[src/rtl/bsram_pkg.sv]
package bsram_pkg;
    typedef enum logic [1:0] {
        ACT_DESEL = 2'd0,
        ACT_START = 2'd1,
        ACT_NEXT  = 2'd2,
        ACT_HOLD  = 2'd3
    } act_e;
endpackage

[src/rtl/bsram_cycle_dec.sv]
module bsram_cycle_dec
    import bsram_pkg::*;
#(
    parameter int LANES = 4
) (
    input  logic             sel_a_n,
    input  logic             sel_b,
    input  logic             sel_c_n,
    input  logic             cpu_strobe_n,
    input  logic             ctl_strobe_n,
    input  logic             step_n,
    input  logic             wr_all_n,
    input  logic             lane_gate_n,
    input  logic [LANES-1:0] lane_en_n,
    output act_e             act,
    output logic [LANES-1:0] lane_we
);
    logic             chosen;
    logic [LANES-1:0] term_mask;

    always_comb begin
        chosen = !sel_a_n && sel_b && !sel_c_n;
        // global write dominates; per-lane enables only behind the gate
        if (!wr_all_n)
            term_mask = '1;
        else if (!lane_gate_n)
            term_mask = ~lane_en_n;
        else
            term_mask = '0;

        act     = ACT_HOLD;
        lane_we = '0;
        if (!cpu_strobe_n && !sel_a_n) begin
            // processor strobe: read only, write inputs ignored
            act = chosen ? ACT_START : ACT_DESEL;
        end else if (!ctl_strobe_n) begin
            if (chosen) begin
                act     = ACT_START;
                lane_we = term_mask;
            end else begin
                act = ACT_DESEL;
            end
        end else begin
            act     = step_n ? ACT_HOLD : ACT_NEXT;
            lane_we = term_mask;
        end
    end
endmodule

[src/rtl/bsram_burst_seq.sv]
module bsram_burst_seq #(
    parameter int OW = 2
) (
    input  logic [OW-1:0] first_lo,
    input  logic [OW-1:0] idx,
    input  logic          linear,
    output logic [OW-1:0] lo
);
    always_comb begin
        if (linear)
            lo = first_lo + idx;
        else
            lo = first_lo ^ idx;
    end
endmodule

[src/rtl/bsram_array.sv]
module bsram_array #(
    parameter int AW    = 6,
    parameter int LANES = 4,
    parameter int LW    = 8
) (
    input  logic                clk,
    input  logic [LANES-1:0]    we,
    input  logic                re,
    input  logic [AW-1:0]       addr,
    input  logic [LANES*LW-1:0] wdata,
    output logic [LANES*LW-1:0] rdata
);
    localparam int DEPTH = 1 << AW;

    for (genvar g = 0; g < LANES; g++) begin : g_lane
        logic [LW-1:0] mem [DEPTH];
        always_ff @(posedge clk) begin
            if (we[g])
                mem[addr] <= wdata[g*LW +: LW];
            if (re)
                rdata[g*LW +: LW] <= mem[addr];
        end
    end
endmodule

[src/rtl/burst_sram_ctrl.sv]
module burst_sram_ctrl
    import bsram_pkg::*;
#(
    parameter int AW    = 6,
    parameter int LANES = 4,
    parameter int LW    = 8,
    parameter int BB    = 2
) (
    input  logic                clk,
    input  logic                rst_n,
    input  logic [AW-1:0]       addr,
    input  logic                sel_a_n,
    input  logic                sel_b,
    input  logic                sel_c_n,
    input  logic                cpu_strobe_n,
    input  logic                ctl_strobe_n,
    input  logic                step_n,
    input  logic                wr_all_n,
    input  logic                lane_gate_n,
    input  logic [LANES-1:0]    lane_en_n,
    input  logic [LANES*LW-1:0] wdata,
    input  logic                fast_out,
    input  logic                ord_linear,
    input  logic                bus_en_n,
    input  logic                sleep,
    output logic [LANES*LW-1:0] rdata,
    output logic                rdata_oe
);
    localparam int DW = LANES * LW;

    typedef struct packed {
        logic [AW-1:0] base;
        logic [BB-1:0] cnt;
        logic          rd_vld;
        logic          pipe_vld;
        logic [DW-1:0] pipe_data;
    } st_t;

    st_t              st_q, st_d;
    act_e             act;
    logic [LANES-1:0] lane_we;
    logic [BB-1:0]    idx;
    logic [BB-1:0]    seq_lo;
    logic [AW-1:0]    used_addr;
    logic             is_rd;
    logic [LANES-1:0] arr_we;
    logic             arr_re;
    logic [DW-1:0]    arr_rdata;
    logic             out_vld;
    logic [DW-1:0]    out_data;

    bsram_cycle_dec #(.LANES(LANES)) dec_i (
        .sel_a_n      (sel_a_n),
        .sel_b        (sel_b),
        .sel_c_n      (sel_c_n),
        .cpu_strobe_n (cpu_strobe_n),
        .ctl_strobe_n (ctl_strobe_n),
        .step_n       (step_n),
        .wr_all_n     (wr_all_n),
        .lane_gate_n  (lane_gate_n),
        .lane_en_n    (lane_en_n),
        .act          (act),
        .lane_we      (lane_we)
    );

    always_comb begin
        idx = (act == ACT_NEXT) ? st_q.cnt + 1'b1 : st_q.cnt;
    end

    bsram_burst_seq #(.OW(BB)) seq_i (
        .first_lo (st_q.base[BB-1:0]),
        .idx      (idx),
        .linear   (ord_linear),
        .lo       (seq_lo)
    );

    always_comb begin
        if (act == ACT_START)
            used_addr = addr;
        else
            used_addr = {st_q.base[AW-1:BB], seq_lo};
        is_rd  = (act != ACT_DESEL) && (lane_we == '0);
        arr_we = lane_we & {LANES{!sleep}};
        arr_re = is_rd && !sleep;
    end

    bsram_array #(.AW(AW), .LANES(LANES), .LW(LW)) arr_i (
        .clk   (clk),
        .we    (arr_we),
        .re    (arr_re),
        .addr  (used_addr),
        .wdata (wdata),
        .rdata (arr_rdata)
    );

    // next-state process
    always_comb begin
        st_d = st_q;
        if (!sleep) begin
            case (act)
                ACT_START: begin
                    st_d.base = addr;
                    st_d.cnt  = '0;
                end
                ACT_NEXT: st_d.cnt = idx;
                default: ;
            endcase
            st_d.rd_vld    = is_rd;
            st_d.pipe_vld  = st_q.rd_vld;
            st_d.pipe_data = arr_rdata;
        end
    end

    // register process
    always_ff @(posedge clk or negedge rst_n) begin
        if (!rst_n)
            st_q <= '0;
        else
            st_q <= st_d;
    end

    always_comb begin
        out_vld  = fast_out ? st_q.rd_vld : st_q.pipe_vld;
        out_data = fast_out ? arr_rdata   : st_q.pipe_data;
        rdata_oe = out_vld && !bus_en_n && !sleep;
        rdata    = rdata_oe ? out_data : '0;
    end

    AST_CPU_OPENS_READ: assert property (@(posedge clk) disable iff (!rst_n)
        (!sleep && !cpu_strobe_n && !sel_a_n && sel_b && !sel_c_n) |=> st_q.rd_vld);
    AST_GLOBAL_ALL_LANES: assert property (@(posedge clk) disable iff (!rst_n)
        (!sleep && !wr_all_n && !ctl_strobe_n && cpu_strobe_n && !sel_a_n && sel_b && !sel_c_n)
        |-> (arr_we == '1));
    AST_DESEL_STOPS_FAST: assert property (@(posedge clk) disable iff (!rst_n)
        (!sleep && fast_out && act == ACT_DESEL) |=> !rdata_oe);
    AST_SLEEP_FREEZE: assert property (@(posedge clk) disable iff (!rst_n)
        sleep |=> $stable(st_q));
    AST_PIPE_ONE_LATER: assert property (@(posedge clk) disable iff (!rst_n)
        !sleep |=> (st_q.pipe_vld == $past(st_q.rd_vld)));
endmodule

[config.mk]
export PLATFORM = sky130hd
export DESIGN_NAME = burst_sram_ctrl
export DESIGN_NICKNAME = d
export VERILOG_FILES = /design/src/rtl/bsram_pkg.sv /design/src/rtl/bsram_cycle_dec.sv /design/src/rtl/bsram_burst_seq.sv /design/src/rtl/bsram_array.sv /design/src/rtl/burst_sram_ctrl.sv
export SDC_FILE = /design/constraint.sdc
export NUM_CORES = 2
export LEC_CHECK = 0
export BUFFER_PORTS_ARGS = -buffer_cell sky130_fd_sc_hd__buf_2
export CELL_PAD_IN_SITES_DETAIL_PLACEMENT = 1
export CELL_PAD_IN_SITES_GLOBAL_PLACEMENT = 2
export CORE_MARGIN = 2
export CORE_UTILIZATION = 48
export DETAILED_ROUTE_END_ITERATION = 10
export PLACE_DENSITY = 0.78
export SETUP_SLACK_MARGIN = 0.02
export SYNTH_ARGS = -nofsm -noshare
export SYNTH_HDL_FRONTEND = slang
export SYNTH_SLANG_ARGS = --single-unit
[constraint.sdc]
create_clock -name clk -period 3.9 [get_ports clk]
set_input_delay 0.195 -clock clk [delete_from_list [all_inputs] [get_ports clk]]
set_output_delay 0.195 -clock clk [all_outputs]
set_load 0.005 [all_outputs]
==> impl_summary.txt <==
----------------------------------------------------
[Worst setup path]
  Setup crit start kind ... flip-flop
  End of the worst register-to-register path ... arr_i.rdata[7]
  Arrival time of data at the critical path endpoint ... between 4 and 5 ns
  Kind of end point of the critical path ... flip-flop
  Required time at the endpoint of the critical path ... 4.49 ns
  Reg-to-Reg Start ... st_q[34]
  Max FO, Critical Path ... 9
  Worst reg-to-reg setup slack ... roughly 0.0021 ns
  Worst setup path class ... reg -> reg
  Worst reg-to-reg path cell count ... 14

[Floorplan]
  Horizontal die dimension ... 423 µm
  DIE AREA ... between 0.15 and 0.2 mm²
  Rows ... 153
  IO Pins ... 89
  Core Region ... 0.174 mm²
  Vertical die dimension ... about 420 µm
  Initial Utilization ... 0.484

[Synthesis]
  Cell types with the highest counts after synthesis ... 2080 x edfxtp_1, 878 x mux2i_1, 452 x nand2_1
  Post-synthesis cell type count ... 77
  Largest cells by area after synthesis ... edfxtp_1 74%, mux2i_1 10%, o22ai_1 2.6%, nand2_1 2.0%, nor2_1 1.5%
  Biggest area consumer among synthesized cells ... edfxtp_1
  Async SR Flop Fraction ... 0.0198
  Gate count after technology mapping ... 5221
  Synth warnings ... 0
  Synthesized Nets ... 5282
  Post-synth top area share ... 0.741
  Prevailing post-synth register cell ... edfxtp_1
  Avg Synthesized Cell Area ... about 16 µm²
  Count of flip-flops with a built-in enable after synthesis ... roughly 2.1k
  Synthesized area ... 0.0843 mm²
  Proportion of synthesized chip area in sequential cells ... 0.753
  Yosys reg bits ... 2122
  Leading cell type by number of instances after synthesis ... edfxtp_1

[Pwr]
  PnR Total Power ... 0.0667 W
  Power density over the cells ... 637 mW/mm²
  Leakage Power ... 37.9 nW
  Worst vdd ir ... 557 µV

[Clocking]
  Maximum count of clock buffers along a single path ... 3
  Clk slew on worst S/H paths ... 0.06 ns
  Master cell of the clock root buffer ... clkbuf_16
  Cts bufs inserted ... 215
  Clock Sinks ... about 2.1k
  Clock tree from TritonCTS ... built
  CTS HTree Levels ... 4
  Clock latency at the later pin of the worst-skew pair ... between 0.8 and 0.9 ns

[STA]
  Final count of pins violating max slew ... 0
  Transition time at the pin with the least slew margin ... about 1.3 ns
  Final setup margin ... 0.00209 ns
  Post-Route Skew ... 0.0329 ns
  Clock period minus final worst setup slack ... 3.90 ns
  Slew margin rel. ... 0.150
  Achievable frequency ... 0.257 GHz
  Part of the cycle the worst path needs ... 0.999
  Final Hold Viols ... 0
  Setup repair after global routing missed its margin ... yes
  Final setup violating endpoints ... 0
  Setup Total Neg Slack ... 0 ns

[Routing]
  Number of detailed-routing iterations run before antenna repair ... 5
  Detail Route Antenna Nets ... 0
  DR WL met2 ... ~150000 µm
  Aggregate routed wire length ... 321000 µm
  Detail-routed via count per cell ... between 6 and 7
  Detailed-route wire length per cell ... 36.4 µm
  Post-detailed-route DRC marker count ... 0
  Iteration-0 DRC count of the detailed router ... 8081
  Highest routed layer ... met5
  Wire length on met1 ... 122000 µm
  Via count ... 56.5k
  Met3 WL ... 33900 µm

[Hold path]
  Worst Hold Launch ... step_n
  Hold Crit Endpoint ... st_q[35]
  Worst hold path depth ... 6
  Worst hold path type ... in -> reg

[Job]
  Max Cap Viol ... 0

[Global route]
  Global-route wire length before repair ... 446000 µm
  GRT Util Overall ... 0.356
  Via count of the first global-routing pass ... 57.4k
  Initial antenna violation count ... 19
  Largest net degree at the start of global routing ... 65
  GRT Residual Overflow ... 0

[Cells and area]
  Area growth from synthesis to layout ... 24.1%
  Total Nets Final ... 6387
  Layout cells sized above 1 ... 0.267
  Utilization after layout ... 0.601

[Placed design]
  Estimated wirelength of the detail-placed design ... 225000 µm
  Count of buffers from port buffering ... between 80 and 90
  Post-Place Worst Slack ... -1.31 ns
  Final weighted congestion of routability-driven global placement ... 0.963

[Run status]
  Status ... complete, no violations

----------------------------------------------------
-- cell usage in the layout, fill, tap and decap left out, types with 36 or more instances in the layout --
| master | Yosys | final |
|---|---|---|
| nand3_1 | 37 | 36 |
| o21ai_0 | 89 | 82 |
| nor2_1 | 326 | 215 |
| mux2i_1 | 878 | 873 |
| edfxtp_1 | 2080 | 2080 |
| buf_4 | 4 | 942 |
| a21oi_1 | 157 | 156 |
| nor2_4 | 0 | 75 |
| buf_12 | 0 | 150 |
| nand2_1 | 452 | 445 |
| clkbuf_16 | 0 | 217 |
| clkinv_1 | 0 | 46 |
| clkinv_2 | 0 | 47 |
| mux2_2 | 48 | 47 |
| clkbuf_1 | 121 | 45 |
| dfrtp_1 | 42 | 42 |
| o22ai_1 | 353 | 353 |
| nor2_2 | 0 | 36 |
| buf_2 | 165 | 88 |
| nor4_1 | 57 | 42 |
-- sequential cells by signal, summed over array words and instances (netlist names) --
| signal | flops |
|---|---|
| st_q | 42 |
| arr_i.g_lane.mem | 2048 |
| arr_i.rdata | 32 |
-- power by group --
| part | internal [W] | total, W | switching [W] | leakage (nW) |
|---|---|---|---|---|
| logic | 0.00806 | 0.0204 | 0.0123 | 15.3 |
| registers | 0.0255 | 0.0259 | 0.000353 | 19.2 |
| clock network | 0.0114 | 0.0205 | 0.00905 | 3.38 |
| total | 0.0450 | 0.0667 | 0.0217 | 37.9 |
-- timing repair --
action | in CTS | in global routing
setup buffers | 11 | 0
gates cloned | 1 | 0
hold buffers | 32 | 0
resized for setup | 27 | 27
setup endpoints to repair | 17 | 107
endpoints found under the hold margin | 674 | 0
pin swaps | 6 | 2
-- per-layer routing --
layer / global-route usage / vias to the layer above
li1: - / 22800
met1: 0.480 / 29400
met2: 0.554 / 3484
met3: 0.0737 / 793
met4: 0.171 / 6
met5: 0 / -
-- cell families (layout without fill, tap and decap cells) --
logic type / after synthesis / after routing / synth area share
flops: 2122 / 2122 / 0.753
buf+inv: 339 / 1628 / 0.0178
mux: 940 / 940 / 0.114
fa+ha+maj: 5 / 5 / 0.000742
simple gates: 1018 / 1018 / 0.0527
other cells: 0 / 7 / 0
compound gates: 793 / 793 / 0.0606
xor+xnor: 4 / 4 / 0.000757
-- layout make-up --
type	instances	area (µm²)
clock inverter	129	1120
clock buffer	272	5740
timing repair buffer	1219	11000
inverter	8	30.0
tap	2325	2910
sequential	2122	63500
antenna	7	17.5
multi-input combinational	2760	20300
fill	15800	69600
-- critical path: stages (launching register included) --
cell	delay, ns
dfrtp_1	0.41
xor2_1	0.22
buf_4	0.15
ha_1	0.12
and2_1	0.20
buf_4	0.13
xor3_2	0.50
a21oi_4	0.21
buf_12	0.21
buf_4	0.16
buf_4	0.16
a21oi_1	0.06
nor4_1	0.61
o21a_1	0.33
nand4_1	0.15
-- worst max path at each step --
stage                     startpoint                    endpoint  cells past startpoint  slack [ns]
after floorplan              sel_a_n  arr_i.g_lane[3].mem[12][0]                     13        0.02
after CTS                   st_q[34]             arr_i.rdata[28]                     13      -0.003
after global placement       sel_a_n              arr_i.rdata[6]                     17       -1.26
after global routing        st_q[34]             arr_i.rdata[13]                     14        0.01
final                       st_q[34]              arr_i.rdata[7]                     14       0.002
after detailed placement     sel_a_n              arr_i.rdata[6]                     17       -1.31
-- through the flow --
| stage | hold WS, ns | instances | cell area [µm²] |
|---|---|---|---|
| final | 0.0409 | 8842 | 105000 |
| after global routing | 0.0428 | 8837 | 105000 |
| after CTS | 0.00565 | 8836 | 105000 |
| after detailed placement | 0.328 | 8391 | 97100 |
| after global placement | 0.329 | 8391 | 97100 |
| after floorplan | -0.101 | 5221 | 85000 |
No activity file was read; power rests on OpenSTA's default activity.
